File: src/rtl/btb_pkg.sv
package btb_pkg;

  typedef enum logic [1:0] {
    CTR_SNT = 2'b00,
    CTR_WNT = 2'b01,
    CTR_WT  = 2'b10,
    CTR_ST  = 2'b11
  } dir_ctr_e;

  localparam int unsigned INSN_BYTES = 4;

endpackage

File: src/rtl/btb_dir_train.sv
module btb_dir_train
  import btb_pkg::*;
(
  input  logic     hit,
  input  logic     taken,
  input  dir_ctr_e cur_ctr,
  output dir_ctr_e new_ctr
);
  always_comb begin
    if (!hit) begin
      new_ctr = CTR_WT;
    end else if (taken) begin
      new_ctr = (cur_ctr == CTR_ST) ? CTR_ST : dir_ctr_e'(cur_ctr + 2'd1);
    end else begin
      new_ctr = (cur_ctr == CTR_SNT) ? CTR_SNT : dir_ctr_e'(cur_ctr - 2'd1);
    end
  end
endmodule

File: src/rtl/btb_entry_store.sv
module btb_entry_store
  import btb_pkg::*;
#(
  parameter int TAG_W = 26,
  parameter int TGT_W = 32,
  parameter int IDX_W = 4
) (
  input  logic             clk,
  input  logic             rst_n,
  input  logic             flush,
  input  logic             wr_en,
  input  logic [IDX_W-1:0] wr_idx,
  input  logic [TAG_W-1:0] wr_tag,
  input  logic             wr_tgt_en,
  input  logic [TGT_W-1:0] wr_target,
  input  dir_ctr_e         wr_ctr,
  input  logic [IDX_W-1:0] rd_idx,
  output logic             rd_valid,
  output logic [TAG_W-1:0] rd_tag,
  output logic [TGT_W-1:0] rd_target,
  output dir_ctr_e         rd_ctr,
  input  logic [IDX_W-1:0] up_idx,
  output logic             up_valid,
  output logic [TAG_W-1:0] up_tag,
  output dir_ctr_e         up_ctr
);
  localparam int DEPTH = 1 << IDX_W;

  logic             v_q   [DEPTH];
  logic [TAG_W-1:0] tag_q [DEPTH];
  logic [TGT_W-1:0] tgt_q [DEPTH];
  dir_ctr_e         ctr_q [DEPTH];

  for (genvar e = 0; e < DEPTH; e++) begin : g_entry
    logic sel;
    assign sel = wr_en && (wr_idx == IDX_W'(e));
    always_ff @(posedge clk) begin
      if (!rst_n) begin
        v_q[e]   <= 1'b0;
        tag_q[e] <= '0;
        tgt_q[e] <= '0;
        ctr_q[e] <= CTR_SNT;
      end else if (flush) begin
        v_q[e] <= 1'b0;
      end else if (sel) begin
        v_q[e]   <= 1'b1;
        tag_q[e] <= wr_tag;
        ctr_q[e] <= wr_ctr;
        if (wr_tgt_en) tgt_q[e] <= wr_target;
      end
    end
  end

  assign rd_valid  = v_q[rd_idx];
  assign rd_tag    = tag_q[rd_idx];
  assign rd_target = tgt_q[rd_idx];
  assign rd_ctr    = ctr_q[rd_idx];
  assign up_valid  = v_q[up_idx];
  assign up_tag    = tag_q[up_idx];
  assign up_ctr    = ctr_q[up_idx];
endmodule

File: src/rtl/btb_fetch_select.sv
module btb_fetch_select
  import btb_pkg::*;
#(
  parameter int PC_W  = 32,
  parameter int TAG_W = 26
) (
  input  logic [PC_W-1:0]  fetch_pc,
  input  logic [TAG_W-1:0] pc_tag,
  input  logic             ent_valid,
  input  logic [TAG_W-1:0] ent_tag,
  input  logic [PC_W-1:0]  ent_target,
  input  dir_ctr_e         ent_ctr,
  output logic             hit,
  output logic             taken,
  output logic [PC_W-1:0]  next_pc
);
  logic [PC_W-1:0] seq_pc;
  assign seq_pc  = fetch_pc + PC_W'(INSN_BYTES);
  assign hit     = ent_valid && (ent_tag == pc_tag);
  assign taken   = hit && ent_ctr[1];
  assign next_pc = taken ? ent_target : seq_pc;
endmodule

File: src/rtl/btb_predictor.sv
module btb_predictor
  import btb_pkg::*;
#(
  parameter int PC_W  = 32,
  parameter int IDX_W = 4
) (
  input  logic            clk,
  input  logic            rst_n,
  input  logic            flush,
  input  logic [PC_W-1:0] fetch_pc,
  output logic            pred_hit,
  output logic            pred_taken,
  output logic [PC_W-1:0] next_pc,
  input  logic            upd_valid,
  output logic            upd_ready,
  input  logic [PC_W-1:0] upd_pc,
  input  logic            upd_taken,
  input  logic [PC_W-1:0] upd_target
);
  localparam int OFS_W = $clog2(INSN_BYTES);
  localparam int TAG_W = PC_W - IDX_W - OFS_W;

  logic [IDX_W-1:0] f_idx, u_idx;
  logic [TAG_W-1:0] f_tag, u_tag;
  logic             rd_valid, up_valid;
  logic [TAG_W-1:0] rd_tag, up_tag;
  logic [PC_W-1:0]  rd_target;
  dir_ctr_e         rd_ctr, up_ctr, new_ctr;
  logic             upd_fire, upd_hit, wr_en, wr_tgt_en;
  logic [OFS_W-1:0] unused_upd_low;

  assign f_idx = fetch_pc[IDX_W+OFS_W-1:OFS_W];
  assign f_tag = fetch_pc[PC_W-1:IDX_W+OFS_W];
  assign u_idx = upd_pc[IDX_W+OFS_W-1:OFS_W];
  assign u_tag = upd_pc[PC_W-1:IDX_W+OFS_W];
  assign unused_upd_low = upd_pc[OFS_W-1:0];

  assign upd_ready = !flush;
  assign upd_fire  = upd_valid && upd_ready;
  assign upd_hit   = up_valid && (up_tag == u_tag);
  assign wr_en     = upd_fire && (upd_hit || upd_taken);
  assign wr_tgt_en = upd_taken;

  btb_entry_store #(.TAG_W(TAG_W), .TGT_W(PC_W), .IDX_W(IDX_W)) u_store (
    .clk       (clk),
    .rst_n     (rst_n),
    .flush     (flush),
    .wr_en     (wr_en),
    .wr_idx    (u_idx),
    .wr_tag    (u_tag),
    .wr_tgt_en (wr_tgt_en),
    .wr_target (upd_target),
    .wr_ctr    (new_ctr),
    .rd_idx    (f_idx),
    .rd_valid  (rd_valid),
    .rd_tag    (rd_tag),
    .rd_target (rd_target),
    .rd_ctr    (rd_ctr),
    .up_idx    (u_idx),
    .up_valid  (up_valid),
    .up_tag    (up_tag),
    .up_ctr    (up_ctr)
  );

  btb_dir_train u_train (
    .hit     (upd_hit),
    .taken   (upd_taken),
    .cur_ctr (up_ctr),
    .new_ctr (new_ctr)
  );

  btb_fetch_select #(.PC_W(PC_W), .TAG_W(TAG_W)) u_sel (
    .fetch_pc   (fetch_pc),
    .pc_tag     (f_tag),
    .ent_valid  (rd_valid),
    .ent_tag    (rd_tag),
    .ent_target (rd_target),
    .ent_ctr    (rd_ctr),
    .hit        (pred_hit),
    .taken      (pred_taken),
    .next_pc    (next_pc)
  );
endmodule

File: config.mk
export PLATFORM = sky130hd
export DESIGN_NAME = btb_predictor
export DESIGN_NICKNAME = d
export VERILOG_FILES = /design/src/rtl/btb_pkg.sv /design/src/rtl/btb_dir_train.sv /design/src/rtl/btb_entry_store.sv /design/src/rtl/btb_fetch_select.sv /design/src/rtl/btb_predictor.sv
export SDC_FILE = /design/constraint.sdc
export NUM_CORES = 2
export LEC_CHECK = 0
export BUFFER_PORTS_ARGS = -buffer_cell sky130_fd_sc_hd__buf_2
export CAP_MARGIN = 20
export CORE_UTILIZATION = 40
export DETAILED_ROUTE_END_ITERATION = 10
export PLACE_DENSITY = 0.55
export SLEW_MARGIN = 30
export SYNTH_ARGS = -nofsm -noshare
export SYNTH_HDL_FRONTEND = slang
export SYNTH_HIERARCHICAL = 1
export SYNTH_SLANG_ARGS = --single-unit
File: constraint.sdc
create_clock -name clk -period 6.8 [get_ports clk]
set_input_delay 0.68 -clock clk [delete_from_list [all_inputs] [get_ports clk]]
set_output_delay 0.68 -clock clk [all_outputs]
set_load 0.02 [all_outputs]
==> run summary <==
======================================================================================
Buffer count from post-CTS setup fixing                                              0
Max capacitance violation total                                                      0
Maximum fanout along the worst path                                                 55
Half-perimeter wire length after detailed placement                           93200 µm
Busiest layer in global routing                                                   met2
Summed instance area of the synthesized netlist                             0.0466 mm²
Grt met2 use                                                                     0.427
Vias in the first global route                                                   30400
Number of hold-repair buffers added at the cts stage                                 0
Post-CTS sizing                                                                      0
First-iteration detailed-routing DRC count                                        3702
Setup WS post-layout                                                           1130 ps
Flop pwr share                                                                   0.509
Die boundary height                                                             343 µm
Switching power                                                                3.35 mW
Die W                                                                           343 µm
IR drop worst, VDD                                                              200 µV
Kind of end point of the critical path                                     output port
Syn avg cell area                                                             14.4 µm²
First-pass iteration count of the detailed router                                    7
Global-route track usage on met1                                                 0.351
Final critical delay including setup and external delays                       5670 ps
Final-stage net count                                                             3397
Run status                                                                finished, final reports clean
Vias per inst                                                                     6.19
Post-route fraction of the period consumed by the critical path                  0.833
Unrepaired setup endpoints after global routing                                  false
Met3 track utilization from global routing                                      0.0463
Category of the most critical setup path                                  input port to output port
Global-route usage over all layers                                               0.264
Clock transition at the registers of the reported paths                          60 ps
Max-slew violation total from the final report                                       0
Number of core rows                                                                124
Critical path's largest stage delay                                             550 ps
DP Cell Count                                                                     4702
Weighted congestion reported at the end of routability-driven placement          0.851
Placement-stage worst setup slack                                               698 ps
Kind of start point of the critical path                                    input port
TritonCTS clock tree                                                              done
Maximum number of pins on one net before global-route repair                       132
Worst skew pair latency                                                         700 ps
H-tree levels                                                                        3
Count of port buffers added during placement                                       133
Post-layout power                                                              13.8 mW
Total number of yosys warnings                                                       6
Power density normalized to cell area                                       262 mW/mm²
Worst Skew                                                                     38.9 ps
Non-filler instance count after layout                                            4893
Net count after synthesis                                                         3338
Buffer cell driving the clock tree root                                   sky130_fd_sc_hd__clkbuf_16
Number of antenna violations at the first check in global routing                    6
Total routed wirelength                                                      156000 µm
Ordered list of cells on the worst path                                   buf_8, buf_12, mux4_2, a22oi_1, nand2_1, xnor2_1, nand4_1, nor4_2, nand4_4, buf_4, mux2_4, buf_2
Clk pwr share                                                                    0.386
Total of endpoints with negative setup slack in the final report                     0
Final count of hold timing violations                                                0
Buffering stage count on the worst path with inverters included                      4
Initial core utilization                                                         0.405
Share of cells above drive strength 1                                            0.250
Cell class contributing the biggest share of worst-path delay             simple AND/OR/NAND/NOR gates
TNS Setup                                                                         0 ps
Number of nets with antenna violations after routing                                 0
Detailed-route DRC error count                                                       0
Global-route wire length before repair                                       220000 µm
Commonest cells after routing, fill and taps aside                        975 x sky130_fd_sc_hd__edfxtp_1, 924 x sky130_fd_sc_hd__nor2_1, 356 x sky130_fd_sc_hd__mux4_2
Leakage power                                                                  17.3 nW
Worst path slowest cell                                                   sky130_fd_sc_hd__nand4_4
Via total after detailed routing                                                 30300
Slew of the pin with the lowest slew margin                                    1030 ps
Number of placed I/O pins                                                          136
Number of instances in the synthesized netlist                                    3236
Internal power contribution                                                    10.5 mW
WL/cell                                                                        32.0 µm
Max-slew headroom                                                                0.312
Die footprint                                                                0.118 mm²
FMAX                                                                           176 MHz
Fraction of power consumed by combinational cells                                0.105
Post-route cell area                                                        0.0527 mm²
Area post-placement                                                         0.0495 mm²
Sink count of the clock tree                                                       976
Maximum number of buffers from clock root to sink                                    3
Net switching share of the total power                                           0.243
Kind of path behind the tightest hold check                               input port to flip-flop
CTS Buf Count                                                                      102
Synth-to-layout area growth                                                      13.0%
Worst Path Required                                                            6120 ps
Final global-route overflow total                                                    0
Arrival time at the worst endpoint                                             4990 ps
Placeable core region                                                        0.115 mm²
Commonest non-fill, non-tap cell in the layout                            sky130_fd_sc_hd__edfxtp_1
======================================================================================
==> power groups by stage <==
stage                     combinational [mW]  clock, mW  sequential [mW]
after global routing                    1.51       5.62             7.05
final                                   1.45       5.33             7.02
after global placement                  1.43          0             7.11
after floorplan                        0.873          0             7.11
after detailed placement                1.44          0             7.15
after CTS                               1.44       5.40             7.02
==> path summary, 6_finish.rpt <==
check,to,start,depth (start not counted),slack (ps)
worst max-delay path,next_pc[9],fetch_pc[2],12,1130
worst min register to register,u_store/v_q[8]$_DFF_P_,u_store/v_q[8]$_DFF_P_,2,580
worst min-delay path,u_store/tgt_q[8][26]$_SDFFCE_PN0P_,upd_target[26],2,320
worst max register to register,u_store/tgt_q[7][13]$_SDFFCE_PN0P_,u_store/tag_q[3][21]$_SDFFCE_PN0P_,11,1930
==> final cells by class <==
cell class                 instances  area (µm²)
antenna                            5        12.5
clock inverter                    55         420
fill                           10100       62300
multi-input combinational       1946       16300
sequential                       976       29300
timing repair buffer             261        2010
inverter                           8        30.0
clock buffer                     130        2700
tap                             1512        1890
==> state kept, by name, indices dropped and copies added (netlist names) <==
name and cells:
u_store/tag_q 416, u_store/ctr_q 32, u_store/v_q 16, u_store/tgt_q 512
==> through the flow <==
step,hold slack (ps),utilization
after CTS,281,0.458
after detailed placement,549,0.431
after global routing,301,0.458
after global placement,530,0.431
final,319,0.458
after floorplan,489,-
==> per-layer routing <==
| metal | part of all wire | wire (µm) | vias to the layer above |
|---|---|---|---|
| met5 | 0.00013 | 21 | - |
| met4 | 0.045 | 7100 | 4 |
| met3 | 0.094 | 14700 | 321 |
| met2 | 0.48 | 74400 | 1731 |
| met1 | 0.39 | 60300 | 16000 |
| li1 | - | - | 12300 |
Power figures use the tool's default switching activity.
